$ cat config.mk
export PLATFORM = sky130hd
export DESIGN_NAME = pwm_evt_qualifier
export DESIGN_NICKNAME = d
export VERILOG_FILES = /design/src/rtl/pwm_evt_qualifier.sv
export SDC_FILE = /design/constraint.sdc
export NUM_CORES = 1
export LEC_CHECK = 0
export BUFFER_PORTS_ARGS = -buffer_cell sky130_fd_sc_hd__buf_2
export CORE_MARGIN = 8
export CORE_UTILIZATION = 39
export CTS_CLUSTER_SIZE = 25
export DETAILED_ROUTE_END_ITERATION = 8
export GPL_TIMING_DRIVEN = 0
export PLACE_DENSITY = 0.83
export SLEW_MARGIN = 0
export SYNTH_ARGS = -nofsm -noshare
export SYNTH_HDL_FRONTEND = slang
export SYNTH_SLANG_ARGS = --single-unit
$ cat constraint.sdc
create_clock -name clk -period 2.7 [get_ports clk]
set_clock_uncertainty 0.15 [all_clocks]
set_input_delay 0.81 -clock clk [delete_from_list [all_inputs] [get_ports clk]]
set_output_delay 0.81 -clock clk [all_outputs]
set_load 0.05 [all_outputs]
$ cat src/rtl/pwm_evt_qualifier.sv
module pwm_evt_qualifier (
  input  logic        clk,
  input  logic        rst_n,
  input  logic        ev_zero,
  input  logic        ev_period,
  input  logic        ev_cmpa_up,
  input  logic        ev_cmpb_up,
  input  logic [15:0] act_a,
  input  logic [15:0] act_b,
  input  logic [3:0]  frc_word,
  input  logic [1:0]  reload_sel,
  output logic        pwm_a,
  output logic        pwm_b
);

  logic [3:0] frc_act;
  logic       frc_load;
  logic [3:0] frc_eff;

  function automatic logic next_lvl(input logic cur, input logic [15:0] w,
                                    input logic ez, input logic ep,
                                    input logic ea, input logic eb);
    logic [1:0] a;
    a = 2'b00;
    if (ez && w[1:0] != 2'b00) a = w[1:0];
    if (ep && w[3:2] != 2'b00) a = w[3:2];
    if (ea && w[5:4] != 2'b00) a = w[5:4];
    if (eb && w[9:8] != 2'b00) a = w[9:8];
    case (a)
      2'b01:   return 1'b0;
      2'b10:   return 1'b1;
      2'b11:   return ~cur;
      default: return cur;
    endcase
  endfunction

  function automatic logic apply_frc(input logic [1:0] f, input logic lvl);
    case (f)
      2'b01:   return 1'b0;
      2'b10:   return 1'b1;
      default: return lvl;
    endcase
  endfunction

  always_comb begin
    case (reload_sel)
      2'b00:   frc_load = ev_zero;
      2'b01:   frc_load = ev_period;
      2'b10:   frc_load = ev_zero | ev_period;
      default: frc_load = 1'b1;
    endcase
  end

  assign frc_eff = frc_load ? frc_word : frc_act;

  always_ff @(posedge clk or negedge rst_n) begin
    if (!rst_n) begin
      frc_act <= 4'b0000;
      pwm_a   <= 1'b0;
      pwm_b   <= 1'b0;
    end else begin
      frc_act <= frc_eff;
      pwm_a   <= apply_frc(frc_eff[1:0],
                   next_lvl(pwm_a, act_a, ev_zero, ev_period, ev_cmpa_up, ev_cmpb_up));
      pwm_b   <= apply_frc(frc_eff[3:2],
                   next_lvl(pwm_b, act_b, ev_zero, ev_period, ev_cmpa_up, ev_cmpb_up));
    end
  end

endmodule

==> reports/qor.txt <==
First-pass GRT wire length -> 2.18 mm
Initial Util -> 40.7%
Antenna diodes -> 0
Post-synthesis mux area share -> 9.81%
Final #Nets -> 141
Avg Vias per Cell -> 5.16
Main combinational cell family by area after synthesis -> compound AO/OA/AOI/OAI gates
Reg clk slew, reported paths -> 40 ps
Hold buffer count at cts -> 0
Worst Hold Slack -> 235 ps
Compound-Gate Fraction of Synth Area -> 27.0%
Total core area -> 1280 sq um
Clk root buf -> clkbuf_4
P per Cell Area -> 480 nW/um^2
Largest net degree at the start of global routing -> 11
Register area share after synthesis -> 28.7%
CTS tree -> done
Fmax -> 0.404 GHz
Routability cong. -> 0.657
RR Endpoint -> pwm_a$_DFFE_PN0P_
Crit path capture type -> flip-flop
End-of-flow core utilization -> 54.4%
Crit start category -> primary input
Die Ht -> 52.6 microns
Crit Path Max Fanout -> 4
Worst-skew pair later-pin latency -> 240 ps
Worst setup margin -> 224 ps
Worst Setup SP -> reload_sel[0]
TritonCTS buffer count -> 3
Status -> finished, final reports clean
Critical Path AT -> 2450 ps
Fin crit share -> 91.7%
Critical path required time -> 2670 ps
Post-CTS setup buffers -> 0
Number of global-route vias before repair -> 562
Synth Cell Area -> 523 sq um
VDD IR max -> 0.000183 V
Total wire length -> 1.26 mm
DRC errors left -> 0
Setup TNS Final -> 0 ps
Grt total ovfl -> 0
Non-Filler Instances -> 106
Xor/xnor share of the synthesized area -> 0%
Global Route Usage Sum -> 10.0%
Rows -> 13
Library cells used by synthesis -> 19
Leakage Power -> 0.364 nW
Critical path type -> primary input to flip-flop
CTS max path bufs -> 2
Share of layout cells above drive strength 1 -> 41.8%
R2r worst-path depth -> 5
DIE WIDTH -> 52.6 microns
DR WL/cell -> 11.9 microns
Syn Nets -> 109
R2R Setup Slk -> 1170 ps
DR pass1 iterations -> 4
Post-synthesis sequential element count -> 6
Initial antenna violation count -> 0
Final ANT Viol Nets -> 0
# setup viols final -> 0
Final Hold Viols -> 0
1st-iter DRT viols -> 6
Mapped Cells -> 61
Synth Warn # -> 0
Synthesized area per cell -> 8.57 sq um
Synth Area in Adders -> 9.57%
MaxCap Viol Count -> 0
# IOs -> 46
Area leader, netlist -> dfrtp_1
Area contributors post-synth -> dfrtp_1 29%, nand2_1 10%, ha_1 9.6%
Pins over their slew limit -> 0
DR vias -> 547
Setup WS pre-CTS -> -45.5 ps
Area growth syn-to-layout -> 33.7%
Placed insts -> 103
Simple-gate share of the synthesized area -> 18.4%
Hpwl dp -> 1.14 mm
Hold crit path type -> primary input to async pin
Yosys top cell area share -> 28.7%
Reg-to-reg critical path startpoint -> frc_act[1]$_DFF_PN0_
Die ar. -> 2770 sq um
H-tree levels -> 1
Post-CTS resize count -> 0
Clock Sinks -> 6
Worst rel slew slack -> 85.4%
IO buf count -> 27
Unrepaired setup endpoints after global routing -> no
Critical Path Sink -> pwm_a$_DFFE_PN0P_
Actual slew at the worst max-slew pin -> 213 ps
Min cycle time layout -> 2480 ps
critical path: stages:
cell and delay, ps:
buf_2 90, mux2_2 350, o21ai_4 220, mux2i_1 260, inv_1 80, ha_1 300, nor2b_1 50, a311o_2 290
final cells by class:
class | instances | area, sq um
Tap cell | 15 | 18.8
Timing Repair Buffer | 27 | 135
Clock buffer | 3 | 22.5
Fill cell | 134 | 586
Inverter | 4 | 15.0
Buffer | 2 | 18.8
Multi-Input combinational cell | 49 | 339
Sequential cell | 6 | 150
routing by layer:
layer | global-route usage [%] | part of all wire (%) | vias up
met2 | 13.2 | 38 | 29
li1 | - | - | 283
met5 | 0 | 0 | -
met1 | 13.2 | 51 | 235
met4 | 3.88 | 0 | 0
met3 | 5.11 | 11 | 0
cell usage in the layout (no fill, tap or decap), types with 3 or more instances in the layout:
cell type | Yosys | routed
buf_2 | 0 | 27
nand2_1 | 14 | 14
dfrtp_1 | 6 | 6
mux2i_1 | 4 | 4
inv_1 | 4 | 4
a31oi_1 | 4 | 4
o21ai_0 | 4 | 4
o21ai_1 | 4 | 4
ha_1 | 4 | 4
clkbuf_4 | 0 | 3
through the flow:
step | power, W | cell area, sq um
final | 0.000335 | 699
after detailed placement | 0.000258 | 677
after floorplan | 0.000212 | 523
after global placement | 0.000253 | 677
after global routing | 0.000362 | 699
after CTS | 0.000343 | 699
logic make-up (layout without fill, tap and decap cells):
| group | count (synthesis) | count (layout) |
|---|---|---|
| mux | 5 | 5 |
| buf+inv | 6 | 36 |
| fa+ha+maj | 4 | 4 |
| compound gates | 19 | 19 |
| flops | 6 | 6 |
| simple gates | 21 | 21 |
flip-flops by register name (all words and copies together), names as in the netlist:
name     cells
frc_act      4
pwm_a        1
pwm_b        1
Yosys cell counts:
cell type   n
nand2_1    14
a311o_2     2
a22o_2      2
ha_1        4
nor4_1      2
buf_4       1
inv_1       4
mux2_2      1
nor2b_1     2
or3_1       1
o21ai_1     4
o21ai_0     4
dfrtp_1     6
a31oi_1     4
nand2b_1    2
o21ai_4     1
mux2i_1     4
buf_6       1
a22o_1      2
worst min-delay path by stage:
stage                     slack (ps)                    to            startpoint  cells after the start
after detailed placement         360  frc_act[3]$_DFF_PN0_  frc_act[3]$_DFF_PN0_                      2
after global placement           340  frc_act[3]$_DFF_PN0_  frc_act[3]$_DFF_PN0_                      2
final                            230     pwm_a$_DFFE_PN0P_                 rst_n                      1
after global routing             230     pwm_a$_DFFE_PN0P_                 rst_n                      1
after floorplan                  330  frc_act[1]$_DFF_PN0_  frc_act[1]$_DFF_PN0_                      2
after CTS                        230     pwm_a$_DFFE_PN0P_                 rst_n                      1
power by group:
part | switching, W | leakage, nW | internal [W]
clock network | 0.0000303 | 0.0138 | 0.0000501
registers | 0.00000800 | 0.0717 | 0.000106
logic | 0.0000823 | 0.278 | 0.0000588
total | 0.000121 | 0.364 | 0.000215
(Power assumes the default switching activity.)
